[src/rtl/rate_enable_pkg.sv]
package rate_enable_pkg;
  // Largest power-of-two divisor is 2**BIN_STAGES
  localparam int BIN_STAGES = 3;
  localparam int MAIN_W     = BIN_STAGES;
  localparam int BIN_LEN    = 1 << BIN_STAGES;
  localparam int TRI_LEN    = 6;
  localparam int NUM_RATES  = BIN_STAGES + 1;

  typedef enum logic {
    MODE_BIN = 1'b0,
    MODE_TRI = 1'b1
  } rate_mode_e;

  // Strobes from control to datapath
  typedef struct packed {
    logic clrAll;    // restart every counter, load new mode
    logic wrapMain;  // main phase counter reached its last value
    logic wrapPart;  // N-of-M counter reached its last value
    logic quiet;     // force all enables low this cycle
  } rate_strobe_t;
endpackage

[src/rtl/rate_enable_ctrl.sv]
module rate_enable_ctrl
  import rate_enable_pkg::*;
#(
  parameter int PART_M = 4,
  localparam int PART_W = (PART_M > 1) ? $clog2(PART_M) : 1
) (
  input  logic              rst,
  input  logic              modeSel,
  input  rate_mode_e        modeQ,
  input  logic [MAIN_W-1:0] mainCnt,
  input  logic [PART_W-1:0] partCnt,
  output rate_strobe_t      stb
);
  logic [MAIN_W-1:0] mainLast;
  logic              modeMoved;

  always_comb begin
    mainLast  = (modeQ == MODE_TRI) ? MAIN_W'(TRI_LEN - 1) : MAIN_W'(BIN_LEN - 1);
    modeMoved = (rate_mode_e'(modeSel) != modeQ);

    stb.clrAll   = rst | modeMoved;
    stb.quiet    = rst | modeMoved;
    stb.wrapMain = (mainCnt == mainLast);
    stb.wrapPart = (32'(partCnt) == PART_M - 1);
  end
endmodule

[src/rtl/rate_enable_dp.sv]
module rate_enable_dp
  import rate_enable_pkg::*;
#(
  parameter int PART_N = 3,
  parameter int PART_M = 4,
  localparam int PART_W = (PART_M > 1) ? $clog2(PART_M) : 1
) (
  input  logic                 clk,
  input  logic                 modeSel,
  input  rate_strobe_t         stb,
  output rate_mode_e           modeQ,
  output logic [MAIN_W-1:0]    mainCnt,
  output logic [PART_W-1:0]    partCnt,
  output logic [NUM_RATES-1:0] rateEn,
  output logic                 partEn
);
  logic [NUM_RATES-1:0] binEn;
  logic [NUM_RATES-1:0] triEn;

  // Phase counters
  always_ff @(posedge clk) begin
    if (stb.clrAll) begin
      mainCnt <= '0;
      partCnt <= '0;
      modeQ   <= rate_mode_e'(modeSel);
    end else begin
      mainCnt <= stb.wrapMain ? '0 : mainCnt + MAIN_W'(1);
      partCnt <= stb.wrapPart ? '0 : partCnt + PART_W'(1);
    end
  end

  // Power-of-two family: stage k is high when the low k bits are zero
  assign binEn[0] = 1'b1;
  for (genvar k = 1; k < NUM_RATES; k++) begin : g_bin
    assign binEn[k] = (mainCnt[k-1:0] == '0);
  end

  // Thirds family over a period of six phases
  always_comb begin
    triEn    = '0;
    triEn[0] = 1'b1;
    triEn[1] = !((mainCnt == MAIN_W'(2)) || (mainCnt == MAIN_W'(5)));
    triEn[2] = (mainCnt == MAIN_W'(0)) || (mainCnt == MAIN_W'(3));
    triEn[3] = (mainCnt == MAIN_W'(0));
  end

  always_comb begin
    if (stb.quiet) begin
      rateEn = '0;
      partEn = 1'b0;
    end else begin
      rateEn = (modeQ == MODE_TRI) ? triEn : binEn;
      partEn = (32'(partCnt) < PART_N);
    end
  end
endmodule

[src/rtl/rate_enable_gen.sv]
module rate_enable_gen
  import rate_enable_pkg::*;
#(
  parameter int PART_N = 3,
  parameter int PART_M = 4
) (
  input  logic                 clk,
  input  logic                 rst,
  input  logic                 modeSel,
  output logic [NUM_RATES-1:0] rateEn,
  output logic                 partEn
);
  localparam int PART_W = (PART_M > 1) ? $clog2(PART_M) : 1;

  rate_strobe_t      stb;
  rate_mode_e        modeQ;
  logic [MAIN_W-1:0] mainCnt;
  logic [PART_W-1:0] partCnt;

  rate_enable_ctrl #(.PART_M(PART_M)) u_ctrl (
    .rst     (rst),
    .modeSel (modeSel),
    .modeQ   (modeQ),
    .mainCnt (mainCnt),
    .partCnt (partCnt),
    .stb     (stb)
  );

  rate_enable_dp #(.PART_N(PART_N), .PART_M(PART_M)) u_dp (
    .clk     (clk),
    .modeSel (modeSel),
    .stb     (stb),
    .modeQ   (modeQ),
    .mainCnt (mainCnt),
    .partCnt (partCnt),
    .rateEn  (rateEn),
    .partEn  (partEn)
  );
endmodule

[config.mk]
export PLATFORM = sky130hd
export DESIGN_NAME = rate_enable_gen
export DESIGN_NICKNAME = d
export VERILOG_FILES = /design/src/rtl/rate_enable_pkg.sv /design/src/rtl/rate_enable_ctrl.sv /design/src/rtl/rate_enable_dp.sv /design/src/rtl/rate_enable_gen.sv
export SDC_FILE = /design/constraint.sdc
export NUM_CORES = 1
export LEC_CHECK = 0
export BUFFER_PORTS_ARGS = -buffer_cell sky130_fd_sc_hd__buf_2
export CAP_MARGIN = 10
export CORE_AREA = 2 2 39 41
export DETAILED_ROUTE_END_ITERATION = 8
export DIE_AREA = 0 0 41 43
export PLACE_DENSITY = 0.58
export SETUP_SLACK_MARGIN = 0.2
export SLEW_MARGIN = 20
export SYNTH_ARGS = -nofsm -noshare
export SYNTH_HDL_FRONTEND = slang
export SYNTH_SLANG_ARGS = --single-unit
[constraint.sdc]
create_clock -name clk -period 1.6 [get_ports clk]
set_input_delay 0.48 -clock clk [delete_from_list [all_inputs] [get_ports clk]]
set_output_delay 0.48 -clock clk [all_outputs]
set_load 0.01 [all_outputs]
==> results of run 1 <==
worst max-delay path, delay by kind of cell, from the launching register on:
kind	cells	cell delay [ns]
AOI/OAI and AO/OA	1	0.15
buffers and inverters	2	0.21
adders and majority gates	1	0.16
muxes	1	0.27
DFF	1	0.38
logic make-up after synthesis:
logic type,count (synthesis),share of synthesized area (%)
mux,1,3.00
buf+inv,5,5.00
compound gates,5,13.3
flops,6,34.7
simple gates,11,17.3
xor+xnor,2,6.67
fa+ha+maj,6,20.0
synth_stat cells (all sizes together), types with 2 or more instances:
cell	n	area [µm²]
nor4b	2	17.5
dfxtp	5	100
nor3	2	10.0
xor2	2	25.0
a2111oi	2	25.0
ha	6	75.1
nand2	2	7.51
inv	4	15.0
flip-flops by register name, indices dropped and copies added, names as in the netlist:
name,count
u_dp.mainCnt,3
u_dp.modeQ,1
u_dp.partCnt,2
repair_timing:
item | 4_1_cts | 5_1_grt
setup buffers | 1 | 2
pin swaps | 1 | 2
endpoints found under the setup margin | 6 | 6
resized for setup | 15 | 4
power by group through the flow:
| stage | combinational [mW] | clock, mW | sequential (mW) |
|---|---|---|---|
| CTS | 0.164 | 0.159 | 0.178 |
| detailed placement | 0.138 | 0 | 0.179 |
| finish | 0.185 | 0.149 | 0.178 |
| floorplan | 0.0726 | 0 | 0.179 |
| global route | 0.202 | 0.168 | 0.180 |
| global placement | 0.137 | 0 | 0.179 |
routing by layer:
metal	up-vias	GRT usage [%]
met5	-	0
met4	0	6.00
met3	0	3.14
met2	7	15.9
met1	160	12.6
li1	177	-
how the worst max path moves through the flow:
stage | from | endpoint | cells past startpoint
3_5_place_dp | modeSel | rateEn[1] | 4
5_1_grt | u_dp.mainCnt[0] | rateEn[2] | 5
4_1_cts | u_dp.mainCnt[0] | rateEn[1] | 5
2_1_floorplan | modeSel | rateEn[1] | 2
6_report | u_dp.mainCnt[1] | rateEn[1] | 5
3_3_place_gp | modeSel | rateEn[1] | 4
layout make-up:
class                      count  share of cell area, %
multi-input combinational     25                   46.8
tap                           16                   2.93
clock buffer                   4                   3.84
sequential                     6                   20.1
timing repair buffer          20                   23.4
inverter                       4                   2.93
per-stage QoR:
| step | hold slack [ns] | power, mW | instance area [µm²] | TNS (ns) | instances |
|---|---|---|---|---|---|
| finish | 0.418 | 0.512 | 684 | -1.05 | 75 |
| global route | 0.433 | 0.549 | 684 | -1.38 | 75 |
| CTS | 0.422 | 0.502 | 647 | -1.13 | 73 |
| detailed placement | 0.415 | 0.317 | 554 | -1.05 | 68 |
| global placement | 0.416 | 0.315 | 554 | -0.958 | 68 |
| floorplan | 0.405 | 0.252 | 417 | 0 | 36 |
==> flow_summary.yaml, run 1 <==
status:
  outcome: "finished, violations left"
  violations: "negative setup slack"
hold_path:
  holdPathEnd: "u_dp.partCnt[0]"
  min_delay_path_depth: 1
  hold_start: "u_dp.partCnt[0]"
  hold_path_class: "reg -> reg"
finish:
  n_fill_cell: 122
  final_cell_mix: "buf_4 (8), buf_2 (7), ha_1 (4), buf_6 (4)"
  multiInputGateArea_um2: 320
  utilization_pct: 49.5
  diodes: 0
  syn_to_final_growth_pct: 82.3
  nets: 69
  seq_area_um2: 138
  final_common_cell: "buf_4"
  drive_above_1_share_pct: 66.1
synth:
  yosysWarnings: 0
  synth_cells: 36
  yosysSeqAreaShare_pct: 34.7
  syn_nets: 45
  avgSynthCellArea_um2: 10.4
  async_reset_ff_share_pct: 0
  synth_edf_count: 1
  ys_ff_latch: 6
  ys_types: 21
  synth-main-ff-cell: "dfxtp_1"
  syn-cell-area_um2: 375
worst_setup_path:
  cp-end-kind: "output port"
  r2r_cells: 6
  critPathSlowestCell: "dfxtp_4"
  cp.arrival_ns: 1.40
  rrSetupSlack_ns: 0.10
  r2r-start: "u_dp.modeQ"
  worst-path-max-fanout: 4
  cp.required_ns: 1.12
  path_class: "reg -> out"
  r2r_end: "u_dp.modeQ"
  slowest_delay_ns: 0.38
  cp-start-kind: "register"
  cp_cell_sequence: "inv_4 > ha_1 > mux2_4 > o31ai_4 > buf_2"
grt:
  antenna_found_initial: 0
  grt_overflow_total: 0
  grt_first_pass_wirelength_mm: 1.22
  groute.usage.overall_pct: 10.6
  first_global_vias: 308
  grt_start_max_net_pins: 12
power:
  p_int_mw: 0.368
  powerDensity_mw_per_mm2: 748
  p_sw_mw: 0.144
  sequentialPowerShare_pct: 34.8
  power_frac_clock_pct: 29.0
  switching_share_pct: 28.2
  power_frac_comb_pct: 36.1
  p_leak_nw: 0.294
  ir_drop_uv: 417
timing:
  worst_pin_slew_ns: 0.269
  fmaxAchievable_mhz: 532
  setup_viol: 5
  slew_headroom_pct: 82.1
  period_share_pct: 118
  hold_violations: 0
  fin_skew_ns: 0.00525
  finalWorstSetupSlack_ns: -0.281
  slew_viol_final: 0
  post-route-min-period_ns: 1.88
  rsz0062_at_grt: "yes"
route:
  via_count: 344
  wl_met1_um: 382
  via_per_inst: 4.59
  avgRoutedWirePerCell_um: 11.0
  dr_wl_met3_um: 35
  highest_layer: "met3"
  drt-initial-drc-count: 0
  drtAntennaViolNets: 0
  drtPass1Iterations: 1
  wl_um: 823
  wl_met2_um: 405
  drc: 0
placement:
  post-place-ws_ns: -0.239
  dp_hpwl_um: 609
  port_buffers: 7
  place_congestion: 0.711
floorplanning:
  io-pin-count: 8
  dieArea_mm2: 0.00176
  fp.dieW_um: 41
  initial_core_util_pct: 27.1
  coreArea_mm2: 0.00138
  row_count: 14
  die_height_um: 43
cts:
  cts_tree: "yes"
  cts-hold-fix-buffers: 0
  htreeDepth: 1
  clk_path_buf_depth: 2
  root_buffer: "clkbuf_4"
  insertion_delay_ns: 0.24
  clk_pin_slew_ns: 0.05
  numCtsBuffers: 3
  cts_sinks: 6
run:
  maxCapViolCount: 0
(Power assumes the default switching activity.)
==> run 2, diff against run 1 <==
BUFFER_PORTS_ARGS = default   (was -buffer_cell sky130_fd_sc_hd__buf_2)
DONT_BUFFER_PORTS = 1   (was default)
PLACE_DENSITY = 0.53   (was 0.58)
REMOVE_ABC_BUFFERS = 1   (was default)
==> flow_summary.yaml, run 2 (synthesis results as in run 1) <==
route:
  drtAntennaViolNets: 0
  drtPass1Iterations: 4
  via_per_inst: 5.03
  drc: 0
  drt-initial-drc-count: 6
  wl_um: 940
  avgRoutedWirePerCell_um: 13.6
  via_count: 347
grt:
  grt_start_max_net_pins: 13
  first_global_vias: 300
  grt_first_pass_wirelength_mm: 1.12
  grt_overflow_total: 0
  groute.usage.overall_pct: 10.2
  antenna_found_initial: 0
floorplanning:
  coreArea_mm2: 0.00138
  dieArea_mm2: 0.00176
  row_count: 14
  io-pin-count: 8
  fp.dieW_um: 41
  initial_core_util_pct: 27.1
  die_height_um: 43
cts:
  clk_path_buf_depth: 2
  numCtsBuffers: 3
  cts-hold-fix-buffers: 0
  root_buffer: "clkbuf_4"
  insertion_delay_ns: 0.25
  cts_tree: "yes"
  cts_sinks: 6
  htreeDepth: 1
  clk_pin_slew_ns: 0.05
timing:
  fin_skew_ns: 0.00103
  rsz0062_at_grt: "yes"
  hold_violations: 0
  post-route-min-period_ns: 1.89
  worst_pin_slew_ns: 0.326
  fmaxAchievable_mhz: 530
  finalWorstSetupSlack_ns: -0.288
  slew_viol_final: 0
  period_share_pct: 118
  setup_viol: 5
  slew_headroom_pct: 78.2
  whs_ns: 0.292
worst_setup_path:
  path_class: "reg -> out"
  cp.required_ns: 1.12
  cp_cell_sequence: "inv_4 > ha_4 > mux2_4 > o31ai_4 > buf_4"
  slowest_delay_ns: 0.38
  cp.arrival_ns: 1.41
  cp-start-kind: "register"
  cp-end-kind: "output port"
  critPathSlowestCell: "dfxtp_4"
  worst-path-max-fanout: 4
finish:
  drive_above_1_share_pct: 69.8
  syn_to_final_growth_pct: 75.0
  regMostFlops: "u_dp.mainCnt"
  largestRegisters: "u_dp.mainCnt x3, u_dp.partCnt x2, u_dp.modeQ x1"
  final_area_um2: 657
  final_cell_mix: "buf_4 (9), buf_6 (5), ha_4 (3), clkbuf_4 (3), dfxtp_1 (3)"
  diodes: 0
  largest_reg_flops: 3
  final_common_cell: "buf_4"
  nets: 63
  n_fill_cell: 131
hold_path:
  hold_path_class: "in -> reg"
placement:
  port_buffers: 0
  place_congestion: 0.645
  placed_cell_area_um2: 459
  post-place-ws_ns: -0.150
power:
  p_leak_nw: 0.252
  powerDensity_mw_per_mm2: 758
  ir_drop_uv: 329
status:
  violations: "negative setup slack"
  outcome: "finished, violations left"
run:
  maxCapViolCount: 0
[run 2: changes by cell type in the layout (fill, tap and decap cells not counted), sizes merged]
cell	delta
buf	-6
[run 2: cell type report]
cell class | instances | area, µm² | share of cell area (%)
Multi-Input combinational cell | 25 | 332 | 50.5
Inverter | 4 | 17.5 | 2.67
Sequential cell | 6 | 138 | 21.0
Timing Repair Buffer | 14 | 124 | 18.9
Tap cell | 16 | 20.0 | 3.05
Clock buffer | 4 | 26.3 | 4.00
[run 2: report_power, final]
part / internal [mW] / switching (mW) / total (mW)
logic: 0.0908 / 0.0670 / 0.158
registers: 0.166 / 0.0141 / 0.180
clock network: 0.0952 / 0.0649 / 0.160
total: 0.352 / 0.146 / 0.498
[run 2: worst paths after layout]
kind	startpoint	end	slack (ns)	cells after the start
worst max-delay path	u_dp.mainCnt[0]	rateEn[1]	-0.29	5
worst min-delay path	rst	u_dp.mainCnt[0]	0.29	1
worst max register to register	u_dp.modeQ	u_dp.modeQ	0.18	4
worst min register to register	u_dp.partCnt[0]	u_dp.partCnt[0]	0.45	1
[run 2: per-layer routing]
| metal | track usage, % | wire (µm) | vias to the layer above |
|---|---|---|---|
| li1 | - | - | 164 |
| met1 | 10.4 | 362 | 170 |
| met2 | 14.1 | 519 | 11 |
| met3 | 3.14 | 45 | 2 |
| met4 | 12.0 | 12 | 0 |
| met5 | 0 | 0 | - |
[run 2: what timing repair did]
action / in CTS / in global routing
hold endpoints to repair: 0 / 0
resized for setup: 16 / 15
endpoints found under the setup margin: 5 / 7
pin swaps: 5 / 6
setup buffers: 3 / 2
cloned: 0 / 0
[run 2: per-stage QoR]
step           instances  total power, mW  setup TNS, ns  util, %
2_1_floorplan         35            0.231         -0.122        -
3_3_place_gp          60            0.276         -0.145     33.2
3_5_place_dp          60            0.278         -0.168     33.2
6_report              69            0.498          -1.04     47.5
4_1_cts               67            0.465          -1.24     40.6
5_1_grt               69            0.525          -1.36     47.5
[run 2: critical path: cells and delay by family (launching register included)]
kind / cells / cell delay [ns]
fa+ha+maj: 1 / 0.14
compound gates: 1 / 0.17
buf+inv: 2 / 0.19
mux: 1 / 0.28
flops: 1 / 0.38
==> run 3, diff against run 2 <==
REMOVE_ABC_BUFFERS = default   (was 1)
==> flow_summary.yaml, run 3 (synthesis results as in run 1) <==
timing:
  post-route-min-period_ns: 1.82
  hold_violations: 0
  fin_skew_ns: 0.00891
  rsz0062_at_grt: "yes"
  finalWorstSetupSlack_ns: -0.219
  slew_headroom_pct: 68.9
  period_share_pct: 114
  slew_viol_final: 0
  whs_ns: 0.300
  setup_viol: 5
  worst_pin_slew_ns: 0.466
  fmaxAchievable_mhz: 550
floorplanning:
  initial_core_util_pct: 27.1
  coreArea_mm2: 0.00138
  row_count: 14
  fp.dieW_um: 41
  die_height_um: 43
  io-pin-count: 8
  dieArea_mm2: 0.00176
finish:
  largest_reg_flops: 3
  largestRegisters: "u_dp.mainCnt x3, u_dp.partCnt x2, u_dp.modeQ x1"
  n_fill_cell: 127
  seq_area_um2: 138
  final_common_cell: "buf_4"
  drive_above_1_share_pct: 66.0
  final_cell_mix: "buf_4 (5), ha_1 (3), clkbuf_4 (3), dfxtp_1 (3)"
  multiInputGateArea_um2: 369
  syn_to_final_growth_pct: 71.3
  diodes: 0
  nets: 57
  regMostFlops: "u_dp.mainCnt"
cts:
  htreeDepth: 1
  cts-hold-fix-buffers: 0
  cts_sinks: 6
  clk_pin_slew_ns: 0.05
  clk_path_buf_depth: 2
  numCtsBuffers: 3
  root_buffer: "clkbuf_4"
  insertion_delay_ns: 0.25
  cts_tree: "yes"
placement:
  place_congestion: 0.622
  port_buffers: 0
  dp_hpwl_um: 617
power:
  powerDensity_mw_per_mm2: 760
  p_sw_mw: 0.143
  p_total_mw: 0.489
  p_leak_nw: 0.231
  switching_share_pct: 29.4
  ir_drop_uv: 407
  p_int_mw: 0.345
  power_frac_clock_pct: 30.8
  power_frac_comb_pct: 33.0
  sequentialPowerShare_pct: 36.3
worst_setup_path:
  r2r-start: "u_dp.modeQ"
  path_class: "reg -> out"
  worst-path-max-fanout: 5
  critPathSlowestCell: "edfxtp_1"
  cp-start-kind: "register"
  cp.arrival_ns: 1.34
  slowest_delay_ns: 0.42
  critPathLaunch: "u_dp.modeQ"
  cp_cell_sequence: "buf_6 > xor2_4 > nor4b_4"
  cp.required_ns: 1.12
  cp-end-kind: "output port"
route:
  wl_mm: 1.00
  drtAntennaViolNets: 0
  drt-initial-drc-count: 2
  drtPass1Iterations: 2
  drc: 0
  avgRoutedWirePerCell_um: 15.9
  via_per_inst: 4.81
  via_count: 303
hold_path:
  hold_start: "rst"
  hold_path_class: "in -> reg"
grt:
  grt_start_max_net_pins: 13
  first_global_vias: 322
  grt_overflow_total: 0
  antenna_found_initial: 0
  groute.usage.overall_pct: 12.5
  grt_first_pass_wirelength_mm: 1.47
run:
  maxCapViolCount: 0
status:
  outcome: "finished, violations left"
  violations: "negative setup slack"
## run 3: cell types whose count changed in the layout (fill, tap and decap cells not counted), sizes merged
cell,delta
buf,-6
## run 3: power groups by stage
stage / clock network, mW / logic [mW] / registers [mW]
floorplan: 0 / 0.0726 / 0.179
global placement: 0 / 0.0892 / 0.181
detailed placement: 0 / 0.0934 / 0.182
CTS: 0.160 / 0.134 / 0.177
global route: 0.166 / 0.174 / 0.179
finish: 0.150 / 0.161 / 0.177
## run 3: worst paths after layout
kind / to / slack (ns) / depth (start not counted)
worst max register to register: u_dp.modeQ / 0.06 / 5
worst max-delay path: rateEn[3] / -0.22 / 3
worst min-delay path: u_dp.partCnt[1] / 0.30 / 1
worst min register to register: u_dp.partCnt[0] / 0.43 / 1
## run 3: layout make-up
| type | count | share of cell area, % |
|---|---|---|
| clock buffers | 4 | 4.09 |
| repair buffers | 8 | 11.7 |
| multi-input cells | 25 | 57.4 |
| well taps | 16 | 3.11 |
| flip-flops and latches | 6 | 21.4 |
| inverters | 4 | 2.33 |
## run 3: stage by stage
step / util (%) / setup TNS [ns] / setup WS [ns] / std cells / cell area (µm²)
6_report: 46.5 / -1.03 / -0.219 / 63 / 643
5_1_grt: 46.5 / -1.30 / -0.271 / 63 / 643
4_1_cts: 40.6 / -1.14 / -0.265 / 63 / 562
3_5_place_dp: 32.8 / 0 / 0.00399 / 54 / 454
3_3_place_gp: 32.8 / 0 / 0.0130 / 54 / 454
2_1_floorplan: - / 0 / 0.0506 / 36 / 417
## run 3: critical path: cells and delay by family (launching register included)
| kind | cells | cell delay [ns] |
|---|---|---|
| flops | 1 | 0.42 |
| buf+inv | 1 | 0.16 |
| xor+xnor | 1 | 0.21 |
| simple gates | 1 | 0.30 |
## run 3: per-layer routing
metal / GRT usage [%] / part of all wire [%] / vias to the layer above
met5: 0 / 0 / -
met4: 8.00 / 0 / 0
met3: 2.62 / 3.4 / 0
met2: 19.4 / 57 / 6
met1: 14.7 / 39 / 147
li1: - / - / 150
## run 3: what timing repair did
action	CTS	global route
pin swaps	3	2
resized for setup	12	12
buffers inserted	5	0
setup endpoints to repair	6	9
